## src/rtl/sdr_colgen_pkg.sv

```systemverilog
package sdr_colgen_pkg;

    localparam logic [2:0] BLC_ONE   = 3'b000;
    localparam logic [2:0] BLC_TWO   = 3'b001;
    localparam logic [2:0] BLC_FOUR  = 3'b010;
    localparam logic [2:0] BLC_EIGHT = 3'b011;
    localparam logic [2:0] BLC_PAGE  = 3'b111;

    // low-bit mask of a fixed burst (length minus one)
    function automatic logic [2:0] fixed_mask(input logic [2:0] code);
        case (code)
            BLC_TWO:   fixed_mask = 3'd1;
            BLC_FOUR:  fixed_mask = 3'd3;
            BLC_EIGHT: fixed_mask = 3'd7;
            default:   fixed_mask = 3'd0;
        endcase
    endfunction

endpackage

```

## src/rtl/sdr_bl_decode.sv

```systemverilog
module sdr_bl_decode
    import sdr_colgen_pkg::*;
#(
    parameter int COL_W = 9
) (
    input  logic [2:0]       code,
    input  logic             is_wr,
    input  logic             single_wr,
    output logic [COL_W-1:0] mask,
    output logic             full
);
    logic force_one;

    always_comb begin
        force_one = is_wr && single_wr;
        full      = !force_one && (code == BLC_PAGE);
        if (force_one) begin
            mask = '0;
        end else if (full) begin
            mask = '1;
        end else begin
            mask = {{(COL_W-3){1'b0}}, fixed_mask(code)};
        end
    end
endmodule

```

## src/rtl/sdr_col_calc.sv

```systemverilog
module sdr_col_calc #(
    parameter int COL_W = 9
) (
    input  logic [COL_W-1:0] base,
    input  logic [COL_W-1:0] beat,
    input  logic [COL_W-1:0] mask,
    input  logic             ilv,
    output logic [COL_W-1:0] col
);
    logic [COL_W-1:0] sum;

    assign sum = base + beat;

    for (genvar b = 0; b < COL_W; b++) begin : g_bit
        always_comb begin
            if (!mask[b]) begin
                col[b] = base[b];
            end else if (ilv) begin
                col[b] = base[b] ^ beat[b];
            end else begin
                col[b] = sum[b];
            end
        end
    end
endmodule

```

## src/rtl/sdr_burst_colgen.sv

```systemverilog
module sdr_burst_colgen #(
    parameter int COL_W = 9
) (
    input  logic             clk,
    input  logic             rst_n,
    input  logic             ce,
    input  logic             start,
    input  logic [COL_W-1:0] start_col,
    input  logic             start_wr,
    input  logic [2:0]       bl_code,
    input  logic             ilv_mode,
    input  logic             single_wr,
    input  logic             burst_stop,
    input  logic             pre_term,
    output logic [COL_W-1:0] col_addr,
    output logic             col_valid,
    output logic             col_last
);
    typedef struct packed {
        logic [COL_W-1:0] base;
        logic [COL_W-1:0] beat;
        logic [COL_W-1:0] mask;
        logic             full;
        logic             ilv;
        logic             valid;
        logic             last;
    } burst_st_t;

    burst_st_t        st_d, st_q;
    logic [COL_W-1:0] col_d, col_q;
    logic [COL_W-1:0] dec_mask;
    logic             dec_full;

    sdr_bl_decode #(.COL_W(COL_W)) dec_i (
        .code      (bl_code),
        .is_wr     (start_wr),
        .single_wr (single_wr),
        .mask      (dec_mask),
        .full      (dec_full)
    );

    sdr_col_calc #(.COL_W(COL_W)) calc_i (
        .base (st_d.base),
        .beat (st_d.beat),
        .mask (st_d.mask),
        .ilv  (st_d.ilv),
        .col  (col_d)
    );

    always_comb begin
        st_d = st_q;
        if (ce) begin
            if (start) begin
                st_d.base  = start_col;
                st_d.beat  = '0;
                st_d.mask  = dec_mask;
                st_d.full  = dec_full;
                st_d.ilv   = ilv_mode && !dec_full;
                st_d.valid = 1'b1;
            end else if (burst_stop || pre_term) begin
                st_d.valid = 1'b0;
            end else if (st_q.valid) begin
                if (st_q.last) begin
                    st_d.valid = 1'b0;
                end else begin
                    st_d.beat = st_q.beat + 1'b1;
                end
            end
        end
        st_d.last = st_d.valid && !st_d.full && (st_d.beat == st_d.mask);
    end

    always_ff @(posedge clk or negedge rst_n) begin
        if (!rst_n) begin
            st_q  <= '0;
            col_q <= '0;
        end else begin
            st_q  <= st_d;
            col_q <= col_d;
        end
    end

    assign col_addr  = col_q;
    assign col_valid = st_q.valid;
    assign col_last  = st_q.last;
endmodule

```

## config.mk

```make
export PLATFORM = sky130hd
export DESIGN_NAME = sdr_burst_colgen
export DESIGN_NICKNAME = d
export VERILOG_FILES = /design/src/rtl/sdr_colgen_pkg.sv /design/src/rtl/sdr_bl_decode.sv /design/src/rtl/sdr_col_calc.sv /design/src/rtl/sdr_burst_colgen.sv
export SDC_FILE = /design/constraint.sdc
export NUM_CORES = 1
export LEC_CHECK = 0
export BUFFER_PORTS_ARGS = -buffer_cell sky130_fd_sc_hd__buf_2
export CORE_MARGIN = 1.5
export CORE_UTILIZATION = 50
export DETAILED_ROUTE_END_ITERATION = 10
export PLACE_DENSITY_LB_ADDON = 0.08
export REMOVE_ABC_BUFFERS = 1
export SETUP_SLACK_MARGIN = 0.3
export SKIP_CTS_REPAIR_TIMING = 1
export SLEW_MARGIN = 25
export SYNTH_ARGS = -nofsm -noshare
export SYNTH_HDL_FRONTEND = slang
export SYNTH_SLANG_ARGS = --single-unit
```

## constraint.sdc

```tcl
create_clock -name clk -period 4.05 [get_ports clk]
set_input_delay 0.2025 -clock clk [delete_from_list [all_inputs] [get_ports clk]]
set_output_delay 0.2025 -clock clk [all_outputs]
set_load 0.01 [all_outputs]
```

==> results of run 1 <==
==> worst min path at each step <==
stage	to
final	st_q[4]
after global routing	st_q[4]
after CTS	st_q[12]
after detailed placement	st_q[4]
after global placement	st_q[4]
after floorplan	col_addr[0]
==> power by group <==
part	leakage, nW	internal [mW]	switching [mW]
clock network	0.0552	0.183	0.136
registers	0.520	0.438	0.0169
logic	0.734	0.0732	0.100
total	1.31	0.694	0.253
==> final cells by class <==
type / instances / area [um^2]
clock buffer: 6 / 72.6
multi-input combinational: 171 / 1150
fill: 358 / 1590
inverter: 8 / 30.0
timing repair buffer: 34 / 178
sequential: 40 / 1000
clock inverter: 2 / 35.0
tap: 50 / 62.6
==> kinds of logic (layout without fill, tap and decap cells) <==
kind of cell | Yosys count | in the layout | share of synthesized area [%]
buffers and inverters | 15 | 50 | 2.66
flip-flops | 40 | 40 | 45.3
multiplexers | 7 | 7 | 3.40
AND/OR/NAND/NOR | 94 | 94 | 21.6
XOR/XNOR | 15 | 15 | 7.19
AO/OA/AOI/OAI | 44 | 44 | 13.5
adder cells (fa/ha/maj) | 11 | 11 | 6.45
==> registers in the layout (all words and copies together), names as in the netlist <==
| register | flops |
|---|---|
| col_valid | 1 |
| col_addr | 9 |
| col_last | 1 |
| st_q | 29 |
==> per-stage QoR <==
step / power [mW] / hold WS, ns / cell area [um^2] / setup WS (ns) / cells
global route: 0.996 / 0.108 / 2530 / 0.659 / 311
finish: 0.948 / 0.0204 / 2530 / 0.828 / 311
floorplan: 0.570 / -0.0931 / 2180 / 1.19 / 219
global placement: 0.636 / 0.379 / 2420 / 0.903 / 303
CTS: 0.959 / 0.0615 / 2530 / 0.839 / 311
detailed placement: 0.637 / 0.376 / 2420 / 0.885 / 303
==> layer usage <==
| metal | vias up | share of wire [%] |
|---|---|---|
| met5 | - | 0 |
| met4 | 0 | 1.0 |
| met3 | 7 | 4.6 |
| met2 | 38 | 46 |
| met1 | 803 | 48 |
| li1 | 873 | - |
==> cell usage after synthesis (2+ instances only) <==
library cell and count:
clkbuf_1 4, buf_2 2, nand2b_1 3, nand4_1 5, nand2_1 47, o41ai_1 2, o21ai_0 7, a31oi_1 2
o22ai_1 2, a21oi_1 10, nor2_1 13, a32oi_1 2, xnor3_1 2, nand3_1 5, mux2i_1 3, o211ai_1 2
inv_1 8, dfrtp_1 40, and3_1 3, xnor2_1 7, a21o_1 7, nor4_1 2, or4b_1 3, mux2_2 4
and2_1 2, nor3_1 4, xor2_1 6, ha_1 9
==> worst max-delay path, delay by kind of cell, from the launching register on <==
kind                       cells  cell delay, ns
and+or+nand+nor                2            0.84
muxes                          1            0.32
xor gates and xnor gates       1            0.16
AOI/OAI and AO/OA              5            0.96
adders and majority gates      2            0.49
DFF                            1            0.39
==> qor.txt, run 1 <==
Initial antenna violation count: 0
Yosys cell types: 48
Synth top area cells: dfrtp_1 (45%), nand2_1 (8.0%), ha_1 (5.1%), xnor2_1 (2.8%), a21o_1 (2.4%)
Worst EP required: 4.26 ns
Pwr/cell area: 375 nW/um^2
Met2 Track Usage GR: 34.2%
Type of origin of the critical path: register
FP Rows: 23
Clock buffer depth: 2
Relative slew slack: 41.8%
Leak: 1.31 nW
Cell Area, Synth: 2210 um^2
Die Width: 69.5 um
Post-DRT Antenna Nets: 0
Avg Synthesized Cell Area: 9.78 um^2
Antenna cells: 0
WS Path Type: reg2reg
Outcome: finished clean
CP max stage cell: or3_4
Final period utilization: 79.6%
WL final: 4630 um
#FFs+latches synth: 40
Root Driver: clkbuf_8
Worst R2R Setup Slack: 0.83 ns
Routed wire per std cell: 14.9 um
Top Ports: 32
Largest fanout on the critical path: 12
Post-synth top area share: 45.3%
Floorplan Core Area: 4120 um^2
Nets@finish: 291
Port bufs: 31
RSZ-0062 raised after global routing: no
Commonest non-fill, non-tap cell in the layout: nand2_1
Post-synth EDFFs: 0
Layout cells sized above 1: 19.2%
Largest net degree at the start of global routing: 41
CTS tree: done
Clock latency on the worst-skew pair: 0.29 ns
Yosys top cell by area: dfrtp_1
Minimum clock period: 3.22 ns
Vias: 1721
R2r endpoint: col_addr[8]
CP endpoint kind: register
Vias in the first global route: 1698
Die area: 4830 um^2
Yosys warns: 0
Setup violations, final: 0
Register area share after synthesis: 45.3%
Tot GR Track Use: 21.3%
Clock slew at reported path FFs: 0.08 ns
Setup TNS Final: 0 ns
Commonest non-fill, non-tap cells in the layout: nand2_1 (47), dfrtp_1 (40), buf_2 (31), nor2_1 (13), a21oi_1 (10)
Routability cong.: 0.834
Max-cap viol count: 0
Initial DRC Count: 103
Die height: 69.5 um
IR drop worst, VDD: 0.259 mV
Worst-path cell chain: or3_4 -> or3_1 -> a21oi_1 -> ha_1 -> fa_1 -> a21o_1 -> a21oi_1 -> o21a_1 -> o21ai_0 -> mux2i_1 -> xor2_1
H-tree depth: 2
First-pass GRT wire length: 8180 um
Starting density of the core: 53.7%
Clock buffer count from CTS: 5
Fmax: 310 MHz
Critical path origin: col_last
Worst Clk Skew: 0.00533 ns
Worst-case reg-to-reg path depth: 11
HPWL Detailed: 3440 um
Crit path largest cell delay: 0.47 ns
Worst slew pin tran: 0.872 ns
DR DRC count: 0
Met1 Use GR: 29.8%
Clk sinks: 40
Drt pass-1 iters: 4
GRT Residual Overflow: 0
Hold Path Class: in2async
Busiest layer in global routing: met2
Most used cell, CP: a21oi_1
Worst Setup EP: col_addr[8]
Final Hold Fails: 0
Final core occ: 61.5%
Post-synth ARST share: 100%
Worst r2r src: col_last
Final slew viol count: 0
Synth Flop Type: dfrtp_1
Synth Instances: 226
Area growth syn-to-layout: 14.4%
M3 GR Usage: 4.36%
Vias per cell: 5.53
Arrival time at the worst endpoint: 3.44 ns
No activity file was read; power rests on OpenSTA's default activity.
==> run 2: changes to the inputs <==
clock period = 3.26 ns   (was 4.05 ns; I/O delays follow)
==> run 2 against run 1 <==
Compared with the run above:
- die area did not move
- worst setup slack got worse by 0.42 ns
- clock skew fell by 0.00091 ns
- register-to-register slack got worse by 0.42 ns
- power rose by 21%
- sequential share of layout area fell by 1.8 points
- final cell count rose by 2.6%
- worst hold slack improved by 0.095 ns
- largest power group unchanged
- final area rose by 4.7%
- non-clock buffer count rose by 7
- largest cell class unchanged
- clock power rose by 6.9%
==> qor.txt, run 2 (synthesized netlist as in run 1, its figures left out) <==
Outcome: finished clean
Die Width: 69.5 um (unchanged)
Setup TNS Final: 0 ns (unchanged)
Vias: 1787 (+3.8%)
Vias in the first global route: 1690 (-0.47%)
FP Rows: 23 (unchanged)
Worst r2r src: col_last
DR DRC count: 0 (unchanged)
Largest net degree at the start of global routing: 41 (unchanged)
Die height: 69.5 um (unchanged)
Clock slew at reported path FFs: 0.08 ns (about the same)
Fmax: 351 MHz (+13%)
Starting density of the core: 53.7% (unchanged)
Clock buffer count from CTS: 5 (unchanged)
Root Driver: clkbuf_8
Worst R2R Setup Slack: 0.41 ns (-0.42 ns)
Leak: 1.34 nW (+2.3%)
Final Hold Fails: 0 (unchanged)
Final slew viol count: 0 (unchanged)
GRT Residual Overflow: 0 (unchanged)
Largest reg by FF count: st_q
Commonest non-fill, non-tap cell in the layout: nand2_1
Max reg flops: 29 (unchanged)
Max-cap viol count: 0 (unchanged)
R2r endpoint: col_addr[8]
Hold Path Class: in2reg
Clock buffer depth: 2 (unchanged)
Worst EP required: 3.48 ns (-0.78 ns)
Routed wire per std cell: 15.8 um (+6.0%)
Type of origin of the critical path: register
Minimum clock period: 2.85 ns (-0.370 ns)
Commonest non-fill, non-tap cells in the layout: nand2_1 (47), dfrtp_1 (40), buf_2 (30), nor2_1 (13), buf_4 (10)
CP max stage cell: or3_4
Drt pass-1 iters: 4 (unchanged)
IR drop worst, VDD: 0.272 mV (+5.1%)
Placed Instances: 306 (+0.99%)
Worst-case reg-to-reg path depth: 11 (unchanged)
Nets@finish: 299 (+2.7%)
Port bufs: 31 (unchanged)
WS Path Type: reg2reg
Crit path largest cell delay: 0.42 ns (-0.05 ns)
Arrival time at the worst endpoint: 3.07 ns (-0.37 ns)
Area growth syn-to-layout: 19.9%
Clk sinks: 40 (unchanged)
Post-DRT Antenna Nets: 0 (unchanged)
Floorplan Core Area: 4120 um^2 (unchanged)
Worst path top cell family by delay: simple AND/OR/NAND/NOR gates
HPWL Detailed: 3530 um (+2.7%)
Crit path buffers/inverters: 0 (unchanged)
Layout cells sized above 1: 25.3% (+6.1 points)
Initial DRC Count: 123 (+19%)
Final period utilization: 87.5% (+7.9 points)
Crit. path cell count: 11 (unchanged)
CTS tree: done
Pwr/cell area: 431 nW/um^2 (+15%)
Finished Layout Cells: 319 (+2.6%)
Relative slew slack: 59.0% (+17 points)
Largest fanout on the critical path: 6 (-6)
H-tree depth: 2 (unchanged)
Top Ports: 32 (unchanged)
Vias per cell: 5.60 (+1.2%)
Most used cell, CP: or3_4
Antenna cells: 0 (unchanged)
Clock latency on the worst-skew pair: 0.29 ns (about the same)
Initial antenna violation count: 0 (unchanged)
Worst Setup EP: col_addr[8]
Worst slew pin tran: 0.616 ns (-0.257 ns)
Tot GR Track Use: 22.0% (+0.62 points)
Die area: 4830 um^2 (unchanged)
Worst Clk Skew: 0.00442 ns (-0.000913 ns)
First-pass GRT wire length: 8290 um (+1.3%)
Routability cong.: 0.804 (-3.6%)
WL final: 5030 um (+8.8%)
Setup violations, final: 0 (unchanged)
Critical path origin: col_last
Worst-path cell chain: or3_4 -> or3_4 -> a21oi_4 -> ha_2 -> fa_2 -> a21o_1 -> a21oi_2 -> o21a_1 -> o21ai_2 -> mux2i_1 -> xor2_1
RSZ-0062 raised after global routing: yes
CP endpoint kind: register
## run 2: cell count changes in the layout (fill, tap and decap cells not counted), moves of 2 or more
cell	change
o21ai_0	-3
ha_1	-2
o21ai_2	+3
a21oi_1	-2
or3_4	+2
buf_4	+7
## run 2: area by class of cell
| type | instances | area (um^2) |
|---|---|---|
| Inverter | 8 | 30.0 |
| Multi-Input combinational cell | 172 | 1230 |
| Clock buffer | 8 | 90.1 |
| Fill cell | 342 | 1470 |
| Timing Repair Buffer | 41 | 235 |
| Sequential cell | 40 | 1000 |
| Tap cell | 50 | 62.6 |
## run 2: tightest hold or removal path: cells and delay by family
kind,cells,cell delay [ns]
and+or+nand+nor,2,0.13
buffers and inverters,1,0.07
## run 2: worst min path at each step
stage,endpoint,start,cells after the start,slack (ns)
2_1_floorplan,col_addr[0],rst_n,0,-0.13
3_3_place_gp,st_q[4],rst_n,1,0.34
3_5_place_dp,st_q[4],rst_n,1,0.34
4_1_cts,st_q[4],rst_n,1,0.02
5_1_grt,st_q[29],start_col[7],3,0.14
6_report,st_q[22],start_col[0],3,0.12
## run 2: metal layers
layer	vias to the layer above	part of all wire [%]	track usage [%]
met5	-	0	0
met4	0	1.1	7.41
met3	7	3.8	4.94
met2	35	45	31.5
met1	852	50	32.7
li1	893	-	-
## run 2: stage by stage
| stage | setup slack [ns] | power [mW] | util (%) | area, um^2 | hold WS [ns] |
|---|---|---|---|---|---|
| floorplan | 0.405 | 0.709 | - | 2180 | -0.133 |
| global placement | 0.261 | 0.792 | 59.4 | 2440 | 0.341 |
| detailed placement | 0.160 | 0.794 | 59.4 | 2440 | 0.340 |
| CTS | 0.110 | 1.13 | 61.6 | 2530 | 0.0225 |
| global route | 0.267 | 1.21 | 64.4 | 2650 | 0.136 |
| finish | 0.407 | 1.14 | 64.4 | 2650 | 0.116 |
## run 2: power by group
part	switching, mW	internal (mW)	leakage, nW
Clock	0.168	0.173	0.0455
Sequential	0.0233	0.545	0.520
Combinational	0.134	0.101	0.774
Total	0.325	0.818	1.34
==> run 3: changes to the inputs <==
ABC_AREA = 1   (was not set)
clock period = 2.6 ns   (was 3.26 ns; I/O delays follow)
==> run 3 against run 2 <==
Compared with the run above:
- flip-flop and latch count unchanged
- clock-buffer cell count is 3 lower
- first-iteration DRC count grew 9.8%
- maximum frequency grew 24%
- non-clock buffer count grew 13
- final cell count increased by 40%
==> qor.txt, run 3 <==
Hold Path Class: in2reg
Tot GR Track Use: 22.4% (+0.40 points)
Final core occ: 68.6% (+4.2 points)
Port bufs: 31 (unchanged)
Final period utilization: 88.8% (+1.3 points)
Yosys top cell by area: dfrtp_1
Register area share after synthesis: 40.8% (-4.5 points)
Yosys cell types: 35 (-27%)
CTS tree: done
Routability cong.: 0.875 (+8.9%)
CP endpoint kind: register
Largest fanout on the critical path: 7 (+1)
Final slew viol count: 0 (unchanged)
Worst slew pin tran: 0.443 ns (-0.173 ns)
Clock buffer depth: 2 (unchanged)
Largest reg by FF count: st_q
Leak: 1.70 nW (+27%)
Net Sw Power: 505 uW (+55%)
Vias per cell: 5.07 (-9.5%)
Die height: 73.0 um (+5.1%)
Final instance area: 3240 um^2 (+22%)
Avg Synthesized Cell Area: 7.64 um^2 (-22%)
Commonest non-fill, non-tap cell in the layout: nand2_1
Crit path largest cell delay: 0.46 ns (+0.04 ns)
Worst Clk Skew: 0.00541 ns (+0.000990 ns)
Nets@finish: 409 (+37%)
Multi-input gate area: 1460 um^2 (+19%)
Worst-path cell chain: nand2_2 -> nor2_4 -> nand4_1 -> nand3_2 -> inv_2 -> ha_4 -> a21oi_2 -> a21boi_2 -> nand2_1 -> nand2_2 -> inv_2 -> nand2_2 -> nand3_2 -> nand2_1 -> nand2_1 -> inv_1
Cell Area, Synth: 2450 um^2 (+11%)
Combinational group share of total power: 25.1% (+4.6 points)
IR drop worst, VDD: 0.359 mV (+32%)
Commonest non-fill, non-tap cells in the layout: nand2_1 (78), inv_1 (40), dfrtp_1 (34), buf_2 (31), nor2_1 (23)
Starting density of the core: 51.9% (-1.8 points)
Register share of total power: 43.7% (-6.0 points)
Setup TNS Final: 0 ns (unchanged)
Drt pass-1 iters: 4 (unchanged)
Clock latency on the worst-skew pair: 0.30 ns (about the same)
FP Rows: 25 (+8.7%)
Yosys warns: 0 (unchanged)
Minimum clock period: 2.31 ns (-0.544 ns)
Setup violations, final: 0 (unchanged)
Top Ports: 32 (unchanged)
Most frequent cell after synthesis: nand2_1
Root Driver: clkbuf_8
Initial antenna violation count: 0 (unchanged)
Die area: 5330 um^2 (+10%)
Net Sw Frac: 30.7% (+2.3 points)
Cell Area, Placed: 2700 um^2 (+10%)
Outcome: finished clean
RSZ-0062 raised after global routing: yes
Synth Instances: 321 (+42%)
Type of origin of the critical path: register
#FFs+latches synth: 40 (unchanged)
HPWL Detailed: 3930 um (+11%)
Vias in the first global route: 1997 (+18%)
Initial DRC Count: 135 (+9.8%)
Final Hold Fails: 0 (unchanged)
Routed wire per std cell: 13.7 um (-13%)
First-pass GRT wire length: 9070 um (+9.4%)
Layout cells sized above 1: 39.1% (+14 points)
Largest net degree at the start of global routing: 41 (unchanged)
Post-DRT Antenna Nets: 0 (unchanged)
Area taken by flip-flops and latches: 1010 um^2 (+0.75%)
Max reg flops: 29 (unchanged)
Clock power share: 31.2% (+1.4 points)
WS Path Type: reg2reg
Max-cap viol count: 0 (unchanged)
Internal power: 1.14 mW (+39%)
Post-synth ARST share: 100% (unchanged)
Die Width: 73.0 um (+5.1%)
Synth Flop Type: dfrtp_1
Vias: 2262 (+27%)
Area growth syn-to-layout: 32.0%
Clock buffer count from CTS: 5 (unchanged)
Post-synth top area share: 40.8% (-4.5 points)
Arrival time at the worst endpoint: 2.55 ns (-0.52 ns)
FILL cells: 389 (+14%)
GRT Residual Overflow: 0 (unchanged)
Pwr/cell area: 508 nW/um^2 (+18%)
Clk sinks: 40 (unchanged)
Post-synth EDFFs: 0 (unchanged)
Relative slew slack: 70.5% (+12 points)
CP max stage cell: dfrtp_2
Antenna cells: 0 (unchanged)
WL final: 6120 um (+22%)
Most frequent cells after synthesis: nand2_1 (88), inv_1 (52), dfrtp_1 (40)
H-tree depth: 2 (unchanged)
Fmax: 433 MHz (+24%)
Clock slew at reported path FFs: 0.08 ns (about the same)
Worst EP required: 2.84 ns (-0.64 ns)
Floorplan Core Area: 4720 um^2 (+15%)
Synth top area cells: dfrtp_1 (41%), nand2_1 (13%), inv_1 (8.0%), nand3_1 (5.5%), ha_1 (4.6%)
DR DRC count: 0 (unchanged)
-- run 3: cell families (layout without fill, tap and decap cells) --
group,count (synthesis),in the layout,share of synthesized area (%)
AOI/OAI and AO/OA,26,26,7.24
xor gates and xnor gates,3,3,1.07
adders and majority gates,10,10,5.41
buffers and inverters,61,119,10.2
DFF,40,40,40.8
muxes,1,1,0.408
and+or+nand+nor,180,180,34.9
-- run 3: area by class of cell --
cell class	instances	share of cell area, %
Clock buffer	5	2.13
Clock inverter	3	1.31
Inverter	57	6.68
Multi-Input combinational cell	220	45.1
Sequential cell	40	31.1
Tap cell	67	2.59
Timing Repair Buffer	54	11.1
-- run 3: through the flow --
stage | worst slack, ns | instances | power [mW] | hold slack, ns
6_report | 0.291 | 446 | 1.65 | 0.0985
3_5_place_dp | 0.102 | 420 | 1.06 | 0.328
2_1_floorplan | 0.377 | 317 | 0.940 | -0.166
5_1_grt | 0.165 | 446 | 1.73 | 0.132
4_1_cts | 0.0899 | 428 | 1.58 | -0.0135
3_3_place_gp | 0.185 | 420 | 1.06 | 0.306
-- run 3: routing by layer --
metal	wire (um)	GRT usage (%)	part of all wire, %
met5	0	0	0
met4	109	6.29	1.8
met2	3020	36.9	49
met1	2750	30.1	45
met3	237	4.14	3.9
-- run 3: critical path, delay by kind of cell, from the launching register on --
family | cells | cell delay [ns]
simple gates | 10 | 1.07
buf+inv | 3 | 0.15
flops | 1 | 0.46
fa+ha+maj | 1 | 0.25
compound gates | 2 | 0.32
-- run 3: final timing paths --
kind | from | end | slack (ns) | depth (start not counted)
min in group asynchronous | rst_n | st_q[22] | 0.31 | 2
max | col_valid | col_addr[8] | 0.29 | 16
min reg2reg | st_q[3] | st_q[3] | 0.48 | 2
max in group asynchronous | rst_n | st_q[17] | 1.82 | 3
max reg2reg | col_valid | col_addr[8] | 0.29 | 16
min | start_col[0] | col_addr[0] | 0.1 | 3
-- run 3: power groups by stage --
| stage | combinational (mW) | clock, mW | sequential (mW) |
|---|---|---|---|
| floorplan | 0.201 | 0 | 0.739 |
| global placement | 0.331 | 0 | 0.724 |
| detailed placement | 0.334 | 0 | 0.726 |
| CTS | 0.337 | 0.530 | 0.714 |
| global route | 0.463 | 0.547 | 0.725 |
| finish | 0.413 | 0.514 | 0.719 |
